**src/rtl/wake_norm_pkg.sv**
```systemverilog
package wake_norm_pkg;

  // Per-pin control strobes handed from the register side to the datapath
  typedef struct packed {
    logic       en;     // pin enabled
    logic [2:0] kind;   // trigger type field
    logic       clr;    // type field is being changed this cycle
  } pinCtl_t;

  localparam logic [15:0] BANK_BASE = 16'h0010;
  localparam logic [15:0] CFG_BASE  = 16'h0110;
  localparam logic [15:0] VER_ADDR  = 16'h1000;
  localparam logic [31:0] PER_PIN_EN_VERSION = 32'h0003_0200;
  localparam int          EN_BIT    = 3;

endpackage

```
**src/rtl/wake_norm_ctrl.sv**
```systemverilog
module wake_norm_ctrl
  import wake_norm_pkg::*;
#(
  parameter int          NUM_PINS = 64,
  parameter int          ADDR_W   = 16,
  parameter logic [31:0] VERSION  = 32'h0003_0200
) (
  input  logic              clk,
  input  logic              rstN,
  input  logic              regWrEn,
  input  logic [ADDR_W-1:0] regAddr,
  input  logic [31:0]       regWrData,
  output logic [31:0]       regRdData,
  output pinCtl_t           pinCtl [NUM_PINS]
);

  localparam int  IDX_W      = ADDR_W - 2;
  localparam int  NUM_BANKS  = (NUM_PINS + 31) / 32;
  localparam bit  PER_PIN_EN = (VERSION >= PER_PIN_EN_VERSION);
  localparam logic [ADDR_W-1:0] CFG_LO = ADDR_W'(CFG_BASE);
  localparam logic [ADDR_W-1:0] CFG_HI = ADDR_W'(CFG_BASE + 16'(4 * NUM_PINS));
  localparam logic [ADDR_W-1:0] VER_A  = ADDR_W'(VER_ADDR);

  logic [31:0]       cfgWord [NUM_PINS];
  logic [NUM_PINS-1:0] cfgWe;
  logic [NUM_PINS-1:0] pinEn;
  logic              cfgSel;
  logic              verSel;
  logic [ADDR_W-1:0] cfgOff;
  logic [IDX_W-1:0]  cfgIdx;
  logic [31:0]       bankRd;

  assign cfgSel = (regAddr[1:0] == 2'b00) && (regAddr >= CFG_LO) && (regAddr < CFG_HI);
  assign verSel = (regAddr == VER_A);
  assign cfgOff = regAddr - CFG_LO;
  assign cfgIdx = cfgOff[ADDR_W-1:2];

  // Configuration words, one per pin
  for (genvar p = 0; p < NUM_PINS; p++) begin : g_cfg
    assign cfgWe[p] = regWrEn && cfgSel && (cfgIdx == IDX_W'(p));

    always_ff @(posedge clk) begin
      if (!rstN)          cfgWord[p] <= '0;
      else if (cfgWe[p])  cfgWord[p] <= regWrData;
    end

    always_comb begin
      pinCtl[p].en   = pinEn[p];
      pinCtl[p].kind = cfgWord[p][2:0];
      pinCtl[p].clr  = cfgWe[p] && (regWrData[2:0] != cfgWord[p][2:0]);
    end
  end

  // Enable location chosen by version
  if (PER_PIN_EN) begin : g_en_word
    for (genvar p = 0; p < NUM_PINS; p++) begin : g_pin
      assign pinEn[p] = cfgWord[p][EN_BIT];
    end
    assign bankRd = '0;
  end else begin : g_en_bank
    localparam logic [ADDR_W-1:0] BANK_LO = ADDR_W'(BANK_BASE);
    localparam logic [ADDR_W-1:0] BANK_HI = ADDR_W'(BANK_BASE + 16'(4 * NUM_BANKS));
    logic [31:0]       bankWord [NUM_BANKS];
    logic              bankSel;
    logic [ADDR_W-1:0] bankOff;
    logic [IDX_W-1:0]  bankIdx;

    assign bankSel = (regAddr[1:0] == 2'b00) && (regAddr >= BANK_LO) && (regAddr < BANK_HI);
    assign bankOff = regAddr - BANK_LO;
    assign bankIdx = bankOff[ADDR_W-1:2];

    for (genvar w = 0; w < NUM_BANKS; w++) begin : g_word
      always_ff @(posedge clk) begin
        if (!rstN)
          bankWord[w] <= '0;
        else if (regWrEn && bankSel && (bankIdx == IDX_W'(w)))
          bankWord[w] <= regWrData;
      end
    end

    for (genvar p = 0; p < NUM_PINS; p++) begin : g_pin
      assign pinEn[p] = bankWord[p / 32][p % 32];
    end

    always_comb begin
      bankRd = '0;
      for (int w = 0; w < NUM_BANKS; w++)
        if (bankSel && (bankIdx == IDX_W'(w))) bankRd = bankWord[w];
    end
  end

  // Read mux
  always_comb begin
    regRdData = bankRd;
    if (verSel) regRdData = VERSION;
    for (int p = 0; p < NUM_PINS; p++)
      if (cfgSel && (cfgIdx == IDX_W'(p))) regRdData = cfgWord[p];
  end

endmodule

```
**src/rtl/wake_norm_datapath.sv**
```systemverilog
module wake_norm_datapath
  import wake_norm_pkg::*;
#(
  parameter int NUM_PINS = 64
) (
  input  logic                clk,
  input  logic                rstN,
  input  logic [NUM_PINS-1:0] pinIn,
  input  pinCtl_t             pinCtl [NUM_PINS],
  output logic [NUM_PINS-1:0] pinOut
);

  for (genvar p = 0; p < NUM_PINS; p++) begin : g_pin
    logic syncA, syncB, prevB, hit;
    logic isEdge, highSense, dual;

    assign isEdge    = pinCtl[p].kind[1];
    assign highSense = pinCtl[p].kind[2];
    assign dual      = pinCtl[p].kind[0];

    // Normalize: inversion for low/falling, detection for edges
    always_comb begin
      if (!isEdge)        hit = highSense ? syncB : !syncB;
      else if (dual)      hit = syncB ^ prevB;
      else if (highSense) hit = syncB && !prevB;
      else                hit = !syncB && prevB;
    end

    always_ff @(posedge clk) begin
      if (!rstN) begin
        syncA     <= 1'b0;
        syncB     <= 1'b0;
        prevB     <= 1'b0;
        pinOut[p] <= 1'b0;
      end else begin
        syncA     <= pinIn[p];
        syncB     <= syncA;
        prevB     <= syncB;
        pinOut[p] <= pinCtl[p].en && !pinCtl[p].clr && hit;
      end
    end
  end

endmodule

```
**src/rtl/wake_norm_remap.sv**
```systemverilog
module wake_norm_remap #(
  parameter int NUM_PINS    = 64,
  parameter int NUM_OUTS    = 96,
  parameter int NUM_REGIONS = 3,
  parameter logic [NUM_REGIONS*32-1:0] REGION_PIN_BASE = '0,
  parameter logic [NUM_REGIONS*32-1:0] REGION_OUT_BASE = '0,
  parameter logic [NUM_REGIONS*32-1:0] REGION_COUNT    = '0
) (
  input  logic [NUM_PINS-1:0] pinOut,
  output logic [NUM_OUTS-1:0] irqOut
);

  localparam int OUT_W = (NUM_OUTS > 1) ? $clog2(NUM_OUTS) : 1;

  // Walk regions from last to first so the lowest-numbered match is kept
  function automatic int lookup(int pin);
    int res, pb, ob, cnt;
    res = -1;
    for (int r = NUM_REGIONS - 1; r >= 0; r--) begin
      pb  = int'(REGION_PIN_BASE[r*32 +: 32]);
      ob  = int'(REGION_OUT_BASE[r*32 +: 32]);
      cnt = int'(REGION_COUNT[r*32 +: 32]);
      if (pin >= pb && pin < pb + cnt && (ob + pin - pb) < NUM_OUTS)
        res = ob + pin - pb;
    end
    return res;
  endfunction

  logic             pinValid [NUM_PINS];
  logic [OUT_W-1:0] pinIdx   [NUM_PINS];

  for (genvar p = 0; p < NUM_PINS; p++) begin : g_map
    localparam int IDX = lookup(p);
    assign pinValid[p] = (IDX >= 0);
    assign pinIdx[p]   = (IDX >= 0) ? OUT_W'(IDX) : '0;
  end

  always_comb begin
    irqOut = '0;
    for (int p = 0; p < NUM_PINS; p++)
      if (pinValid[p]) irqOut[pinIdx[p]] = irqOut[pinIdx[p]] | pinOut[p];
  end

endmodule

```
**src/rtl/wake_polarity_norm.sv**
```systemverilog
module wake_polarity_norm
  import wake_norm_pkg::*;
#(
  parameter int          NUM_PINS    = 64,
  parameter int          NUM_OUTS    = 96,
  parameter int          NUM_REGIONS = 3,
  parameter int          ADDR_W      = 16,
  parameter logic [31:0] VERSION     = 32'h0003_0200,
  parameter logic [NUM_REGIONS*32-1:0] REGION_PIN_BASE = {32'd10, 32'd16, 32'd0},
  parameter logic [NUM_REGIONS*32-1:0] REGION_OUT_BASE = {32'd60, 32'd10, 32'd40},
  parameter logic [NUM_REGIONS*32-1:0] REGION_COUNT    = {32'd30, 32'd20, 32'd16}
) (
  input  logic                clk,
  input  logic                rstN,
  input  logic                regWrEn,
  input  logic [ADDR_W-1:0]   regAddr,
  input  logic [31:0]         regWrData,
  output logic [31:0]         regRdData,
  input  logic [NUM_PINS-1:0] pinIn,
  output logic [NUM_OUTS-1:0] irqOut
);

  pinCtl_t             pinCtl [NUM_PINS];
  logic [NUM_PINS-1:0] pinOut;

  wake_norm_ctrl #(
    .NUM_PINS(NUM_PINS), .ADDR_W(ADDR_W), .VERSION(VERSION)
  ) u_ctrl (
    .clk(clk), .rstN(rstN), .regWrEn(regWrEn), .regAddr(regAddr),
    .regWrData(regWrData), .regRdData(regRdData), .pinCtl(pinCtl)
  );

  wake_norm_datapath #(
    .NUM_PINS(NUM_PINS)
  ) u_dp (
    .clk(clk), .rstN(rstN), .pinIn(pinIn), .pinCtl(pinCtl), .pinOut(pinOut)
  );

  wake_norm_remap #(
    .NUM_PINS(NUM_PINS), .NUM_OUTS(NUM_OUTS), .NUM_REGIONS(NUM_REGIONS),
    .REGION_PIN_BASE(REGION_PIN_BASE), .REGION_OUT_BASE(REGION_OUT_BASE),
    .REGION_COUNT(REGION_COUNT)
  ) u_remap (
    .pinOut(pinOut), .irqOut(irqOut)
  );

endmodule

```
**config.mk**
```make
export PLATFORM = sky130hd
export DESIGN_NAME = wake_polarity_norm
export DESIGN_NICKNAME = d
export VERILOG_FILES = /design/src/rtl/wake_norm_pkg.sv /design/src/rtl/wake_norm_ctrl.sv /design/src/rtl/wake_norm_datapath.sv /design/src/rtl/wake_norm_remap.sv /design/src/rtl/wake_polarity_norm.sv
export SDC_FILE = /design/constraint.sdc
export NUM_CORES = 2
export LEC_CHECK = 0
export BUFFER_PORTS_ARGS = -buffer_cell sky130_fd_sc_hd__buf_2
export CAP_MARGIN = 20
export CORE_UTILIZATION = 39
export DETAILED_ROUTE_END_ITERATION = 10
export SLEW_MARGIN = 10
export SYNTH_ARGS = -nofsm -noshare
export SYNTH_HDL_FRONTEND = slang
export SYNTH_SLANG_ARGS = --single-unit
export TNS_END_PERCENT = 50
```
**constraint.sdc**
```tcl
create_clock -name clk -period 6.45 [get_ports clk]
set_input_delay 0.645 -clock clk [delete_from_list [all_inputs] [get_ports clk]]
set_output_delay 0.645 -clock clk [all_outputs]
set_load 0.005 [all_outputs]
```
; After elaboration in Yosys (flattened, before gate mapping)
; Memories as Yosys holds them, arrays and structs flattened.
; Index checks and enable logic that the tools add are counted.
[totals]
memories = 1
output_inout_bits = 128
regBits = 160
wordCells = 1307
ramBits = 2048
latch_bits = 0
rom_bits = 0
[classes]
multipliers = 0
n_eq_ne = 104
n_bitwise = 104
n_mux = 482
n_shift = 0
n_addsub = 1
order_cmp = 2
reduce_logical = 453
div = 0
[memory_table]
columns = name, words, word_bits, read_ports, rd_ports_with_merged_regs, write_ports, line_no
row1 = u_ctrl.cfgWord, 64, 32, 64, 0, 64, wake_norm_ctrl.sv:24  ; logic [31:0] cfgWord [NUM_PINS];
[ops]
columns = op, count
row1 = two-way mux 32 bit, 128
row2 = "equality test 14 x 6 -> 1 bit, second input constant", 32
row3 = two-way mux 1 bit, 353
row4 = logical AND 1 bit, 331
row5 = "equality test 14 x 5 -> 1 bit, second input constant", 16
row6 = logical NOT 1 bit, 120
row7 = inequality test 3 bit, 40
row8 = "equality test 14 x 4 -> 1 bit, second input constant", 8
row9 = OR 1 bit, 64
row10 = "equality test 14 x 3 -> 1 bit, second input constant", 4
row11 = bitwise XOR 1 bit, 40
row12 = "equality test 14 x 2 -> 1 bit, second input constant", 2
row13 = two-way mux 18 bit, 1
row14 = "equality test 16 x 13 -> 1 bit, second input constant", 1
row15 = ">= comparator 16 x 9 -> 1 bit, second input constant", 1
row16 = "< comparator 16 x 10 -> 1 bit, second input constant", 1
row17 = "subtractor 16 x 9 -> 16 bit, second input constant", 1
row18 = "equality test 14 x 1 -> 1 bit, second input constant", 1
row19 = logical NOT 14 bit, 1
row20 = logical NOT 2 bit, 1

; Longest topological paths before layout
[logic_depth]
ltp_word = 68
mapped_depth = 16
mapped_depth_nobuf = 11

; Hierarchy
; A second synthesis with hierarchy kept.
[hier_totals]
cells_unflattened = 9597
hier_area_um2 = 111390.6
[by_module_without_submodules]
columns = module, seq_area_each_um2, area_each_um2, cells_each, instances
row1 = wake_norm_ctrl, 61499.0, 98654.6, 8320, 1
row2 = wake_norm_datapath, 5124.9, 12011.5, 1180, 1
row3 = wake_norm_remap, 0.0, 724.4, 97, 1

; Worst setup path before layout
; No wires, ideal clock.
[synth_path]
path_type = input port to flip-flop
startpoint = in regAddr[9]
endpoint = mem u_ctrl.cfgWord[46][0] (netlist: u_ctrl.cfgWord[1][448]) (enable)
t_required_ps = 5984
setup_slack_ps = 1006
stages = 9
n_path_buf = 5
arrival_ps = 4979
cell_sequence = buf_6 or4b_1 buf_2 buf_2 nor4_4 clkbuf_1 nand2_1 clkbuf_1 o21ai_0
[synth_lines]
columns = element, line_no
row1 = start: declaration, wake_polarity_norm.sv:16  ; input logic [ADDR_W-1:0] regAddr,
row2 = end: declaration, wake_norm_ctrl.sv:24

; Final worst setup path
[layout_path]
startpoint = in regAddr[15]
endpoint = out regRdData[4]
[layout_between]
elab_chain_len = 68
[layout_lines]
columns = element, line_no
row1 = "parallel branches: the longest is 67 deep, another holds subtractor 16 x 9 -> 16 bit", n/a
row2 = two-way mux 32 bit *, wake_norm_ctrl.sv:97  ; if (cfgSel && (cfgIdx == IDX_W'(p))) regRdData = cfgWord[p];
row3 = end: declaration, wake_polarity_norm.sv:18  ; output logic [31:0] regRdData,
; Mark *: on every way between the ends.

==> out/qor.csv <==
metric,value,unit
Die Width,518,um
Power Total,32100,uW
Tot GR Track Use,32.9,%
Syn Area/Cell,12.0,um^2
"Req. time, crit path",5.80,ns
Setup WS pre-CTS,-0.175,ns
Port Buffers,162,
Hold WC Path Type,input port to register,
starting density of the core,39.2,%
asr flop ratio synth,0,%
Die Area,268000,um^2
failing checks,negative setup slack,
CP max stage cell,o221ai_1,
status,finished with violations,
drt first pass iters,6,
R2R depth,7,
r2r startpoint,u_dp.g_pin[3].syncB,
Power Dens Cells,267,nW/um^2
CTS tree,done,
Yosys reg bits,2208,
TritonCTS Sinks,2208,
synth unique cells,98,
post-synthesis sequential area ratio,62.3,%
area delta synth->final,16.0,%
Crit Path Max Fanout,19,
layout cells sized above 1,15.9,%
WHS Endpoint,u_dp.g_pin[38].syncA,
synth top area cells,"edfxtp_1 59%, and2_1 13%, dfxtp_1 3.1%, clkbuf_1 2.2%, nand2_1 1.7%",
post-synthesis compound-gate area fraction,10.9,%
Placer Congestion,1.02,
Worst path depth,18,
Yosys top cell area share,59.3,%
clock latency on the worst-skew pair,0.95,ns
met1 Resource Use GR,43.7,%
static leakage,0.0426,uW
first-pass GRT wire length,619,mm
post-synth top area cell,edfxtp_1,
startpoint types,input port,
RSZ-0062 raised after global routing,true,
hold path start,pinIn[38],
CP peak stage delay,0.65,ns
vias per cell,6.30,
H-tree levels,4,
Crit. End Element,primary output,
Congestion Overflow GR,0,
routed wire length,456,mm
vias in the first global route,75100,
worst-margin pin slew,1.29,ns
slack of the worst reg-to-reg path,4.97,ns
Slew HR,13.3,%
CP Buf/Inv Count,7,
grt met3 use,8.60,%
Final WS setup,-0.188,ns
Iter 0 DRT Violations,15700,
Synth Area in XOR/XNOR,1.35,%
max-cap viol count,0,
WP data arrival,5.99,ns
total CTS buffers,244,
clk_skew,0.0744,ns
hold_ws,0.0414,ns
"top cells by count, synth","2173 x and2_1, 2048 x edfxtp_1, 612 x clkbuf_1",
hold path cells,2,
post-route insts no fill,12900,
Tmin final,6.64,ns
Peak supply drop,240,uV
CP top delay family,compound AO/OA/AOI/OAI gates,
Core Rows,189,
root buf cell,clkbuf_16,
RR Endpoint,u_dp.pinOut[3],
met2 usage,48.4,%
largest family of logic cells by synthesized area,simple AND/OR/NAND/NOR gates,
Mapped Cells,8683,
Slew Limit Fails,0,
Routed Antenna Nets,0,
Post-synth EDFFs,2048,
Post-Route Utilization,45.5,%
final setup fails,7,
Syn. warnings,0,
Worst-path clk slew,0.06,ns
Synth Area in Adders,0.964,%
achievable frequency,151,MHz
GR peak layer,met2,
# IOs,243,
DR vias,81000,
Max clock buf depth,4,
Synth Area in Simple Gates,19.2,%
main flop type after synthesis,edfxtp_1,
postcts setup bufs,0,
Final Hold Fails,0,
Most Frequent Cell on Critical Path,buf_4,
largest net degree at the start of global routing,67,
die height,518,um
Routed WL per cell,35.5,um
"Net count, final",9287,
initial antenna violation count,64,
CP Class,input port to primary output,
post-synthesis mux area share,1.70,%
synthesized area,104000,um^2
placed cell count,12300,
post-DP HPWL,304,mm
CP Cell Sequence,buf_2 -> or4_1 -> buf_4 -> nor3_4 -> nand2_2 -> buf_4 -> o221a_2 -> o22ai_1 -> a211o_1 -> a211oi_1 -> buf_4 -> o221ai_1 -> buf_4 -> a2111oi_2 -> buf_4 -> o21ai_2 -> a21oi_2 -> buf_2,
Core Footprint,265000,um^2
top-count cell post-synth,and2_1,
DRC Markers,0,
crit share post-route,103,%
[power by group]
part	internal (uW)	total (uW)	leakage, uW	switching, uW
sequential	16300	16600	0.0207	299
combinational	385	1660	0.0181	1280
clock	7840	13900	0.00376	6040
total	24500	32100	0.0426	7620
[sequential cells by signal, indices dropped and copies added (netlist names)]
signal and count:
u_dp.g_pin.syncA 40, u_dp.pinOut 40, u_ctrl.cfgWord 2048, u_dp.g_pin.syncB 40, u_dp.g_pin.prevB 40
[cell families (layout without fill, tap and decap cells)]
group / count (synthesis) / after routing
flops: 2208 / 2208
other cells: 1 / 82
xor+xnor: 160 / 160
buf+inv: 898 / 1454
compound gates: 1641 / 1641
mux: 147 / 147
fa+ha+maj: 80 / 80
simple gates: 3548 / 3548
[worst max-delay path by stage]
stage,from,end,slack (ns)
floorplan,regAddr[9],u_ctrl.cfgWord[1][448],1.01
global placement,regAddr[9],regRdData[3],-0.95
detailed placement,regAddr[15],regRdData[4],-0.17
CTS,regAddr[5],regRdData[9],0.004
global route,regAddr[5],regRdData[9],-0.05
finish,regAddr[15],regRdData[4],-0.19
[final cells by class]
type,count,area [um^2]
Inverter,94,354
Fill cell,24200,144000
Sequential cell,2208,64700
Clock inverter,138,1280
Clock buffer,310,6410
Multi-Input combinational cell,5632,36400
Timing Repair Buffer,912,6820
Antenna cell,26,65.1
Tap cell,3533,4420
[metrics by stage]
step                area, um^2  TNS, ns
floorplan               104000        0
global placement        112000    -1.37
detailed placement      112000   -0.340
CTS                     120000        0
global route            120000  -0.0910
finish                  120000   -0.650
[layout by cell type (no fill, tap or decap), types with 27 or more instances in the layout]
cell           Yosys  final
and2_1          2173   2173
edfxtp_1        2048   2048
buf_4             62    687
nand2_1          463    459
nor2_1           440    372
o21ai_0          307    277
a21oi_1          256    253
clkbuf_16          0    244
o22ai_1          234    233
dfxtp_1          160    160
xnor2_1          157    157
buf_2             67    157
a22oi_1          126    126
nor3_1           138    123
nand3_1          107    107
inv_1             93     91
o221ai_1          87     87
a221oi_1          82     81
ha_1              80     80
a31oi_1           71     70
nor2_2             8     68
mux2_2            67     67
a222oi_1          66     66
mux2i_1           63     63
clkinv_1           1     61
clkbuf_1         612     60
a211oi_1          57     56
conb_1             1     56
o2111ai_1         50     50
nand4_1           47     47
clkinv_2           0     42
nor4_1            47     40
o211ai_1          40     40
dlygate4sd3_1      0     40
a22o_1            33     33
o21ai_4            0     27
[repair_timing]
action,CTS,global route
endpoints found under the hold margin,40,0
hold buffers,40,0
resized for setup,3,11
endpoints found under the setup margin,4,9
pin swaps,1,0
[routing by layer]
layer / part of all wire [%] / vias to the layer above
met5: 0.047 / -
met4: 7.0 / 27
met1: 37 / 40500
met2: 42 / 6780
met3: 14 / 1311
li1: - / 32400
Note: power is estimated with default switching activity, not from simulation.
